==> config.mk <==
export PLATFORM = sky130hd
export DESIGN_NAME = mon_addr_filter
export DESIGN_NICKNAME = d
export VERILOG_FILES = /design/src/rtl/mon_addr_filter.sv
export SDC_FILE = /design/constraint.sdc
export NUM_CORES = 1
export LEC_CHECK = 0
export BUFFER_PORTS_ARGS = -buffer_cell sky130_fd_sc_hd__buf_4
export CAP_MARGIN = 10
export CORE_UTILIZATION = 45
export CTS_CLUSTER_DIAMETER = 150
export DETAILED_ROUTE_END_ITERATION = 7
export PLACE_DENSITY = 0.8
export SLEW_MARGIN = 5
export SYNTH_ARGS = -nofsm -noshare
export SYNTH_HDL_FRONTEND = slang
export SYNTH_SLANG_ARGS = --single-unit
==> constraint.sdc <==
create_clock -name clk -period 2.3 [get_ports clk]
set_clock_uncertainty 0.05 [all_clocks]
set_input_delay 0.23 -clock clk [delete_from_list [all_inputs] [get_ports clk]]
set_output_delay 0.23 -clock clk [all_outputs]
set_load 0.005 [all_outputs]
==> src/rtl/mon_addr_filter.sv <==
module mon_addr_filter #(
  parameter int TW   = 5,
  parameter int TO_A = 9,
  parameter int TO_B = 15
) (
  input  logic          clk,
  input  logic          rst_n,
  input  logic          cmd_valid,
  input  logic          cmd_pair,
  input  logic          cmd_bus_a,
  input  logic [15:0]   cmd_word,
  input  logic          msg_end,
  input  logic          sel_only,
  input  logic [15:0]   filt_hi,
  input  logic [15:0]   filt_lo,
  input  logic          bcast_en,
  input  logic          rev_a,
  input  logic          rt_en,
  input  logic [4:0]    rt_addr,
  output logic          capture,
  output logic          yield_rt,
  output logic          rt2rt,
  output logic          mode_code,
  output logic          bcast,
  output logic          bus_a,
  output logic [5:0]    data_words,
  output logic [15:0]   cmd_rx,
  output logic [15:0]   cmd_tx,
  output logic [TW-1:0] resp_limit
);
  typedef enum logic [1:0] {S_IDLE, S_MON, S_RT} st_t;
  st_t st;

  wire [4:0]  addr = cmd_word[15:11];
  wire [4:0]  sa   = cmd_word[9:5];
  wire [4:0]  wc   = cmd_word[4:0];
  wire [31:0] mask = {filt_hi, filt_lo};

  wire is_bc  = bcast_en && (&addr);
  wire hit_rt = rt_en && (addr == rt_addr) && !is_bc;
  wire pass   = !hit_rt && (is_bc || !sel_only || mask[addr]);
  wire is_mc  = rev_a ? (sa == 5'd0) : ((sa == 5'd0) || (&sa));
  wire [5:0] nwords = is_mc ? (rev_a ? 6'd0 : {5'd0, wc[4]})
                            : ((wc == 5'd0) ? 6'd32 : {1'b0, wc});

  wire take1 = cmd_valid && !cmd_pair && (st != S_RT);
  wire take2 = cmd_valid && cmd_pair && (st != S_RT) && (hit_rt || st == S_MON);

  always_ff @(posedge clk) begin
    if (!rst_n) begin
      st         <= S_IDLE;
      rt2rt      <= 1'b0;
      mode_code  <= 1'b0;
      bcast      <= 1'b0;
      bus_a      <= 1'b0;
      data_words <= '0;
      cmd_rx     <= '0;
      cmd_tx     <= '0;
    end else if (take1) begin
      cmd_rx     <= cmd_word;
      bus_a      <= cmd_bus_a;
      mode_code  <= is_mc;
      bcast      <= is_bc;
      data_words <= nwords;
      rt2rt      <= 1'b0;
      cmd_tx     <= '0;
      st         <= hit_rt ? S_RT : (pass ? S_MON : S_IDLE);
    end else if (take2) begin
      if (hit_rt) begin
        st    <= S_RT;
        rt2rt <= 1'b0;
      end else begin
        rt2rt  <= 1'b1;
        cmd_tx <= cmd_word;
      end
    end else if (msg_end) begin
      st    <= S_IDLE;
      rt2rt <= 1'b0;
    end
  end

  assign capture    = (st == S_MON);
  assign yield_rt   = (st == S_RT);
  assign resp_limit = rev_a ? TW'(TO_A) : TW'(TO_B);
endmodule

# --- Word-level counts from Yosys, hierarchy flattened ---
# Index checks and enable logic that the tools add are counted.
totals:
  register_bits: 44
  input_bits: 63
  out_inout_bits: 49
  elab_cells: 58
classes:
  order_cmp: 1
  eq_ne: 5
  mux: 16
  bitwise: 2
  n_reduce_logical: 26
ops:
  columns: ["cell", "count"]
  rows:
  - ["6-bit two-way mux", 2]
  - ["5-bit logical NOT", 2]
  - ["2-bit two-way mux", 5]
  - ["5-bit AND reduction", 2]
  - ["1-bit logical AND", 9]
  - ["1-bit two-way mux", 7]
  - ["5-bit by 6-bit less-than comparator with 1-bit output, second input constant", 1]
  - ["1-bit binary-select mux with 5-bit select", 1]
  - ["5-bit equality test", 1]
  - ["1-bit logical NOT", 4]
  - ["1-bit logical OR", 4]
  - ["2-bit AND reduction", 2]
  - ["3-bit two-way mux", 1]
  - ["3-bit != test, second input constant", 1]
  - ["3-bit nonzero test", 1]
  - ["2-bit by 1-bit equality test with 1-bit output, second input constant", 1]
  - ["2-bit equality test, second input constant", 1]
  - ["2-bit != test, second input constant", 1]
  - ["1-bit inverter", 2]
  - ["2-bit nonzero test", 1]
  - ["2-bit OR reduction", 1]

# --- Logic depth before layout (Yosys ltp) ---
# Gate-level depths: netlist (run 1).
logic_depth:
  word_depth: 9
  depth_mapped: 7
  mapped_depth_nobuf: 5

# --- Worst setup path before layout (run 1) ---
# OpenSTA, ideal clock, no wires.
synth_timing:
  kind: "input-to-reg"
  from: "in cmd_word[14]"
  to: "reg cmd_tx[10]"
  setup_ps: 128
  arrival_ps: 1530
  required_ps: 2122
  path_slack_ps: 592
  stages: 7
  path_buffers: 2
  cell_sequence: "buf_6 xnor2_1 nand4_2 o311ai_4 buf_8 mux2i_1 nor2_1"
synth_between:
  elab_chain_len: 7
  word_cells_on_any_way: 10
  cone_classes: "1 x eq/ne; 1 x bitwise; 8 x reduce/logical"
synth_rtl:
  columns: ["item", "line", "source"]
  rows:
  - ["start: declaration", "11", "input logic [15:0] cmd_word,"]
  - ["5-bit AND reduction", "39", "wire is_bc = bcast_en && (&addr);"]
  - ["1-bit logical AND", "39", null]
  - ["1-bit logical NOT", "40", "wire hit_rt = rt_en && (addr == rt_addr) && !is_bc;"]
  - ["1-bit logical AND *", "40", null]
  - ["1-bit logical OR", "47", "wire take2 = cmd_valid && cmd_pair && (st != S_RT) && (hit_rt || st == S_MON);"]
  - ["1-bit logical AND", "47", null]
  - ["2-bit AND reduction (no line) *", null, null]
  - ["end signal: assignment", "74", "cmd_tx <= cmd_word;"]
  - ["end: declaration", "28", "output logic [15:0] cmd_tx,"]
# Mark *: on every way between the ends. The rest lies on a longest branch, timed or not.
# A chain may end at the register's enable or synchronous reset.

# --- Worst setup path in the final report (run 1) ---
layout_timing:
  from: "reg st[0]"
  to: "reg cmd_tx[6]"
layout_between:
  elab_chain_len: 4
  word_cells_on_any_way: 8
  cone_classes: "2 x eq/ne; 6 x reduce/logical"
layout_rtl:
  columns: ["item", "line", "source"]
  rows:
  - ["start: declaration", "32", "st_t st;"]
  - ["start signal: assignment", "67", "st <= hit_rt ? S_RT : (pass ? S_MON : S_IDLE);"]
  - ["2-bit != test / 2-bit by 1-bit equality test with 1-bit output (equally long branches)", "46, 47", null]
  - ["1-bit logical AND / 1-bit logical OR (equally long branches)", "47", null]
  - ["1-bit logical AND", "47", null]
  - ["2-bit AND reduction (no line)", null, null]
# Parallel ways exist; a longest one is shown, timed or not.

==> results of run 1 <==
==> path summary, 6_finish.rpt <==
| check | endpoint | slack, ps | depth (start not counted) |
|---|---|---|---|
| worst max-delay path | cmd_tx[6]$_SDFFE_PP0P_ | 480 | 5 |
| worst min-delay path | st[1]$_SDFFE_PN0P_ | 110 | 2 |
| worst max register to register | cmd_tx[6]$_SDFFE_PP0P_ | 480 | 5 |
| worst min register to register | bus_a$_SDFFE_PN0P_ | 410 | 2 |
==> cells by family after synthesis <==
kind of cell | count (synthesis) | share of synthesized area [%]
compound gates | 37 | 13.6
xor+xnor | 5 | 2.37
buf+inv | 20 | 5.89
flops | 44 | 40.6
mux | 27 | 17.1
other cells | 2 | 0.347
simple gates | 95 | 20.0
==> routing by layer <==
layer | global-route usage (%) | wire (um)
met1 | 27.7 | 2380
met2 | 38.5 | 2790
met3 | 5.06 | 222
met4 | 6.22 | 46
met5 | 0 | 0
==> report_power, final <==
group / total, mW / switching, mW / leakage (nW) / internal, mW
Sequential: 0.801 / 0.0142 / 0.357 / 0.787
Clock: 0.484 / 0.244 / 0.0510 / 0.240
Combinational: 0.298 / 0.128 / 1.04 / 0.170
==> synthesized netlist by cell type, drive strengths merged, types with 2 or more instances <==
cell,number
nand2,49
dfxtp,44
a21boi,23
nor2,20
mux2i,18
buf,9
clkbuf,9
mux4,8
nand3,5
xnor2,5
nand4,4
nand2b,3
o21ai,3
a211oi,2
conb,2
inv,2
nand4b,2
nor2b,2
nor3,2
nor3b,2
o31ai,2
==> sequential cells by signal, summed over array words and instances (netlist names) <==
register	cells
cmd_tx	16
st	2
bus_a	1
mode_code	1
cmd_rx	16
bcast	1
rt2rt	1
data_words	6
==> per-stage QoR <==
| step | utilization (%) | power, mW | instances | hold slack (ps) |
|---|---|---|---|---|
| 2_1_floorplan | - | 0.966 | 231 | 275 |
| 6_report | 67.6 | 1.58 | 384 | 107 |
| 3_5_place_dp | 65.5 | 1.12 | 376 | 402 |
| 5_1_grt | 67.6 | 1.66 | 384 | 97.5 |
| 4_1_cts | 67.6 | 1.60 | 384 | 99.5 |
| 3_3_place_gp | 65.5 | 1.11 | 376 | 397 |
==> area by class of cell <==
| cell class | count | share of cell area [%] |
|---|---|---|
| clock buffers | 6 | 2.71 |
| inverters | 2 | 0.247 |
| flip-flops and latches | 44 | 28.9 |
| clock inverters | 2 | 0.329 |
| repair buffers | 111 | 27.4 |
| well taps | 52 | 2.14 |
| multi-input cells | 167 | 38.3 |
==> run metrics, run 1 <==
status finished with violations; failing checks design-rule violations; pin count of the biggest net entering global routing 31; Worst Tran Pin Value 546 ps; Clock Path Buffers 2; flops & latches, synth 44; number of setup buffers added after CTS 0; drt initial violations 91; area grow syn2layout 40.5%; Cell Area, Placed 0.00295 sq mm; H-tree depth 2; pwr/cell area 520 mW/mm^2; most frequent cells in the layout buf_4, nand2_1, dfxtp_1, a21boi_0, nor2_1; CTS Buf Count 5; total track usage 22.2%; Starting Density 48.1%; Clock Tree Root clkbuf_8; fin crit period 1820 ps; Tightest Hold Check Type in2reg; CP Max Fanout 16; CP peak stage delay 460 ps; Worst Setup End Kind register; # diodes 0; fin worst setup slack 482 ps; Critical Path Slowest Stage Cell nand2_1; most common cell after layout, fill and taps aside buf_4; Post-synth EDFFs 0; Detail Route Antenna Nets 0; Port Buffers 108; setup TNS 0 ps; Synth top area share 40.6%; fill count 397; Mean Syn Cell Area 9.42 sq um; worst path bufs/invs 0; largest cells by area after synthesis dfxtp_1, nand2_1, mux2i_1; FMAX 0.550 GHz; biggest area consumer among synthesized cells dfxtp_1; GPL Wtd Cong 0.759; VDD IR max 0.000335 V; CP Launch Type register; asr flop ratio synth 0%; pre-CTS WS 451 ps; RSZ-0062 raised after global routing no; Arr. time, crit path 1920 ps; I/O pins 112; CP most frequent cell nand2_1; drt total wl 5.44 mm; Leak Pwr 1.45 nW; final setup fails 0; clk slew on worst S/H paths 80 ps; area occupied by multi-input gates 0.00116 sq mm; Reg-to-Reg Start st[0]$_SDFFE_PN0P_; Worst Setup SP st[0]$_SDFFE_PN0P_; CP delay by family, top simple AND/OR/NAND/NOR gates; register area 881 sq um; vias in the first global route 1936; Req. time, crit path 2400 ps; Max-Cap Viols 0; initial antenna violation count 0; global-route wire length before repair 8.98 mm; via count of the routed design 2012; synthesized cell area 0.00217 sq mm; Final Cell Area 0.00304 sq mm; area of the die 0.00510 sq mm; routed len/inst 14.2 um; nets 394; vias per cell 5.24; Clk Latency, worst-skew pair 280 ps; # hold bufs at CTS 0; Core Area 0.00450 sq mm; die height 71.4 um; TritonCTS clock tree yes; Seq/Total Area, Yosys 40.6%; share of cells above drive strength 1 40.1%; Max transition margin 63.5%; Fin. Hold Viols 0; Synth Flop Type dfxtp_1; # rows 24; die width 71.4 um; Final period util 79.1%; max-slew violations 0; Synth Warn # 0; cts repair resizes 0; Residual DRC 5; Hold Crit Start msg_end; Yosys cell types 39; clk sinks 44; GRT overflow 0; critical path type reg2reg; Pre-Repair DR Iteration Count 6; DP HPWL 4.20 mm; Post-Syn Instances 230; CP cell instances nand2b_1 -> nand2_1 -> or2_2 -> nand2_1 -> nor2_1
Note: power is estimated with default switching activity, not from simulation.
==> run 2, diff against run 1 <==
ABC_AREA = 1   (was unset)
CORE_UTILIZATION = 41   (was 45)
PLACE_DENSITY = 0.76   (was 0.8)
clock period = 1.6 ns   (was 2.3 ns; I/O delays follow)
==> run metrics, run 2 <==
FMAX 0.662 GHz; Post-synth EDFFs 0; number of setup buffers added after CTS 0; routed len/inst 12.9 um; fin crit period 1510 ps; total track usage 23.5%; Pre-Repair DR Iteration Count 5; Final period util 94.4%; Fin. Hold Viols 0; biggest area consumer among synthesized cells dfxtp_1; initial antenna violation count 0; most frequent cells in the layout buf_4, nand2_1, dfxtp_1, nand3_1, inv_1; final setup fails 0; Clk Latency, worst-skew pair 290 ps; clk slew on worst S/H paths 80 ps; max-slew violations 0; Port Buffers 108; pin count of the biggest net entering global routing 30; VDD IR max 0.000429 V; clk sinks 44; Detail Route Antenna Nets 0; area of the die 0.00579 sq mm; CP Max Fanout 12; Hold Slack 62.8 ps; Seq/Total Area, Yosys 39.1%; Worst Setup End Kind output pin; CP cell instances inv_1 -> nand2_1 -> clkinv_2 -> buf_4 -> buf_4; XOR/XNOR Fraction of Synth Area 0.778%; die height 76.1 um; via count of the routed design 2574; Req. time, crit path 1390 ps; drt initial violations 190; nets 508; post-synthesis mux area share 0%; TritonCTS clock tree yes; I/O pins 112; Mean Syn Cell Area 6.64 sq um; CP most frequent cell buf_4; Arr. time, crit path 1300 ps; Clock Tree Root clkbuf_8; Synth Flop Type dfxtp_1; Clock Path Buffers 2; asr flop ratio synth 0%; status finished, final reports clean; worst path bufs/invs 4; most common cell after layout, fill and taps aside buf_4; DP HPWL 5.11 mm; combinational family with the most area after synthesis simple AND/OR/NAND/NOR gates; Tightest Hold Check Type in2reg; # diodes 0; Core Area 0.00520 sq mm; CTS Buf Count 5; Yosys cell types 26; CP delay by family, top buffers and inverters; H-tree depth 2; area grow syn2layout 42.6%; synthesized cell area 0.00225 sq mm; top cells by count, synth nand2_1, dfxtp_1, nand3_1, inv_1; CP Launch Type register; Starting Density 43.2%; Leak Pwr 1.60 nW; GPL Wtd Cong 0.851; CP peak stage delay 310 ps; post-synthesis adder-cell area fraction 0%; global-route wire length before repair 11.0 mm; RSZ-0062 raised after global routing no; Synth Warn # 0; Final Power 2.34 mW; die width 76.1 um; Critical Path Slowest Stage Cell dfxtp_1; share of cells above drive strength 1 32.1%; Synth Area in Simple Gates 37.0%; vias per cell 5.00; drt total wl 6.64 mm; # rows 26; largest cells by area after synthesis dfxtp_1, nand2_1, nand3_1; pwr/cell area 728 mW/mm^2; critical path type reg2out; flops & latches, synth 44; vias in the first global route 2422; Synth top area share 39.1%; Synth Area in Compound Gates 11.4%; GRT overflow 0; most common cell in the netlist nand2_1; Residual DRC 0; top flop regs cmd_rx (16), cmd_tx (16), data_words (6); Max-Cap Viols 0; Post-Syn Instances 339
==> run 2: cell count changes after synthesis, moves of 8 or more <==
cell      previous run  this run
mux4_2               8         0
a21boi_0            23         0
inv_1                2        28
mux2i_1             18         0
nand4_1              3        19
a21oi_1              0        25
o21ai_0              3        22
nand2_1             49        89
nand3_1              5        38
==> run 2: stage by stage <==
| step | setup TNS (ps) | instance area (sq um) | util, % | setup slack [ps] | std cells |
|---|---|---|---|---|---|
| finish | 0 | 3210 | 61.7 | 88.8 | 515 |
| CTS | 0 | 3210 | 61.7 | 82.9 | 515 |
| floorplan | 0 | 2250 | - | 226 | 340 |
| detailed placement | -780 | 3130 | 60.2 | -66.5 | 508 |
| global placement | -0.116 | 3130 | 60.2 | -0.116 | 508 |
| global route | 0 | 3210 | 61.7 | 27.3 | 515 |
==> run 2: path summary, 6_finish.rpt <==
kind	startpoint	end	slack (ps)	depth (start not counted)
worst max-delay path	st[1]$_SDFFE_PN0P_	capture	90	5
worst min-delay path	cmd_bus_a	bus_a$_SDFFE_PN0P_	60	3
worst max register to register	st[1]$_SDFFE_PN0P_	cmd_tx[7]$_SDFFE_PP0P_	190	6
worst min register to register	cmd_tx[1]$_SDFFE_PP0P_	cmd_tx[1]$_SDFFE_PP0P_	420	2
==> run 2: final cells by class <==
class | count | area [sq um]
Clock inverter | 1 | 5.00
Fill cell | 509 | 1990
Sequential cell | 44 | 881
Inverter | 35 | 133
Clock buffer | 6 | 72.6
Timing Repair Buffer | 120 | 913
Tap cell | 70 | 87.6
Multi-Input combinational cell | 239 | 1120
==> run 2: kinds of logic after synthesis <==
group / Yosys count
flip-flops: 44
other: 2
buffers and inverters: 57
AO/OA/AOI/OAI: 50
AND/OR/NAND/NOR: 184
XOR/XNOR: 2
==> run 2: power breakdown <==
group,switching [mW],internal [mW],leakage [nW]
Combinational,0.259,0.257,1.20
Sequential,0.0246,1.14,0.358
Clock,0.359,0.297,0.0410
==> run 2: what timing repair did <==
action / CTS / global route
resized for setup: 1 / 0
hold endpoints to repair: 0 / 0
hold buffers: 0 / 0
setup endpoints to repair: 1 / 0
==> run 2: tightest hold or removal path: cells and delay by family <==
family / cells / cell delay (ps)
buffers and inverters: 1 / 80
AOI/OAI and AO/OA: 1 / 70
and+or+nand+nor: 1 / 70
==> run 2: layer usage <==
layer  global-route usage (%)  wire, um  part of all wire (%)  up-vias
li1                         -         -                     -     1303
met1                     29.7      2960                    45     1153
met2                     39.0      3150                    47      103
met3                     4.55       384                   5.8       15
met4                     9.81       144                   2.2        0
met5                        0         0                     0        -
==> run 3, diff against run 2 <==
ABC_AREA = unset   (was 1)
==> run metrics, run 3 (synthesis results as in run 1) <==
Placed Instances 410; total track usage 21.2%; RSZ-0062 raised after global routing no; vias in the first global route 1859; Worst Setup End Kind register; Core Area 0.00511 sq mm; nets 410; pwr/cell area 732 mW/mm^2; I/O pins 112; initial antenna violation count 0; H-tree depth 2; Detail Route Antenna Nets 0; Arr. time, crit path 1620 ps; max-slew violations 0; Fin. Hold Viols 0; CP Launch Type register; clk sinks 44; CP Max Fanout 11; Tightest Hold Check Type in2reg; critical path type reg2reg; # diodes 0; Residual DRC 0; number of setup buffers added after CTS 0; # rows 26; Pre-Repair DR Iteration Count 4; DP HPWL 4.43 mm; internal reg-to-reg setup slack 120 ps; area grow syn2layout 48.8%; Setup crit end cmd_tx[6]$_SDFFE_PP0P_; routed len/inst 13.8 um; R2R Path End cmd_tx[6]$_SDFFE_PP0P_; global-route wire length before repair 8.85 mm; clk slew on worst S/H paths 80 ps; via count of the routed design 2044; area of the die 0.00558 sq mm; vias per cell 4.90; GPL Wtd Cong 0.800; Clock Path Buffers 2; Leak Pwr 1.54 nW; Final Power 2.36 mW; CTS Buf Count 5; fin cells 417; top flop regs cmd_rx (16), cmd_tx (16), data_words (6); most common cell after layout, fill and taps aside buf_4; most frequent cells in the layout buf_4, nand2_1, dfxtp_1, a21boi_0, nor2_1; Starting Density 42.4%; Req. time, crit path 1740 ps; r2r worst-path depth 6; TritonCTS clock tree yes; Port Buffers 108; die width 74.7 um; Final period util 92.4%; Reg-to-Reg Start st[0]$_SDFFE_PN0P_; Clock Tree Root clkbuf_8; Worst Setup SP st[0]$_SDFFE_PN0P_; fin crit period 1480 ps; Max-Cap Viols 0; VDD IR max 0.000441 V; drt initial violations 61; drt total wl 5.77 mm; GRT overflow 0; final setup fails 0; share of cells above drive strength 1 42.9%; status finished, final reports clean; pin count of the biggest net entering global routing 31; Clk Latency, worst-skew pair 290 ps; setup TNS 0 ps; FMAX 0.676 GHz; die height 74.7 um
## run 3: what timing repair did
item | CTS | global route
resized for setup | 0 | 1
setup endpoints to repair | 0 | 35
hold buffers | 0 | 0
## run 3: per-stage QoR
step / util, % / area, sq um / worst slack [ps] / hold slack [ps]
floorplan: - / 2180 / -21.2 / 205
global placement: 61.2 / 3130 / -36.2 / 330
detailed placement: 61.2 / 3130 / -43.8 / 330
CTS: 63.1 / 3220 / 8.62 / 18.0
global route: 63.2 / 3230 / 21.7 / 13.4
finish: 63.2 / 3230 / 121 / 26.8
## run 3: worst max-delay path: stages, from the launching register on
cell      delay (ps)
dfxtp_1          360
nand2b_1         170
nand2_1          130
or2_4            310
nand2_1          100
buf_4            180
nor2_1            60
## run 3: layer usage
metal / global-route usage (%) / vias to the layer above / part of all wire [%]
met2: 35.4 / 61 / 48
met1: 27.0 / 950 / 45
met4: 6.29 / 0 / 1.4
li1: - / 1025 / -
met5: 0 / - / 0
met3: 5.49 / 8 / 5.3
## run 3: worst min path at each step
| stage | startpoint | to | slack [ps] | depth (start not counted) |
|---|---|---|---|---|
| after global placement | msg_end | st[1]$_SDFFE_PN0P_ | 330 | 2 |
| after global routing | msg_end | st[1]$_SDFFE_PN0P_ | 10 | 2 |
| final | msg_end | st[1]$_SDFFE_PN0P_ | 30 | 2 |
| after CTS | msg_end | st[1]$_SDFFE_PN0P_ | 20 | 2 |
| after floorplan | msg_end | st[1]$_SDFFE_PN0P_ | 210 | 1 |
| after detailed placement | msg_end | st[1]$_SDFFE_PN0P_ | 330 | 2 |
## run 3: final cells by class
class	count	area (sq um)
Inverter	2	7.51
Timing Repair Buffer	127	978
Sequential cell	44	881
Fill cell	475	1880
Tap cell	70	87.6
Clock buffer	7	96.3
Multi-Input combinational cell	167	1170
## run 3: where the power goes
group	internal (mW)	switching, mW	leakage [nW]	total, mW
combinational	0.278	0.196	1.13	0.474
clock	0.385	0.351	0.0503	0.736
sequential	1.13	0.0195	0.357	1.15
total	1.79	0.567	1.54	2.36
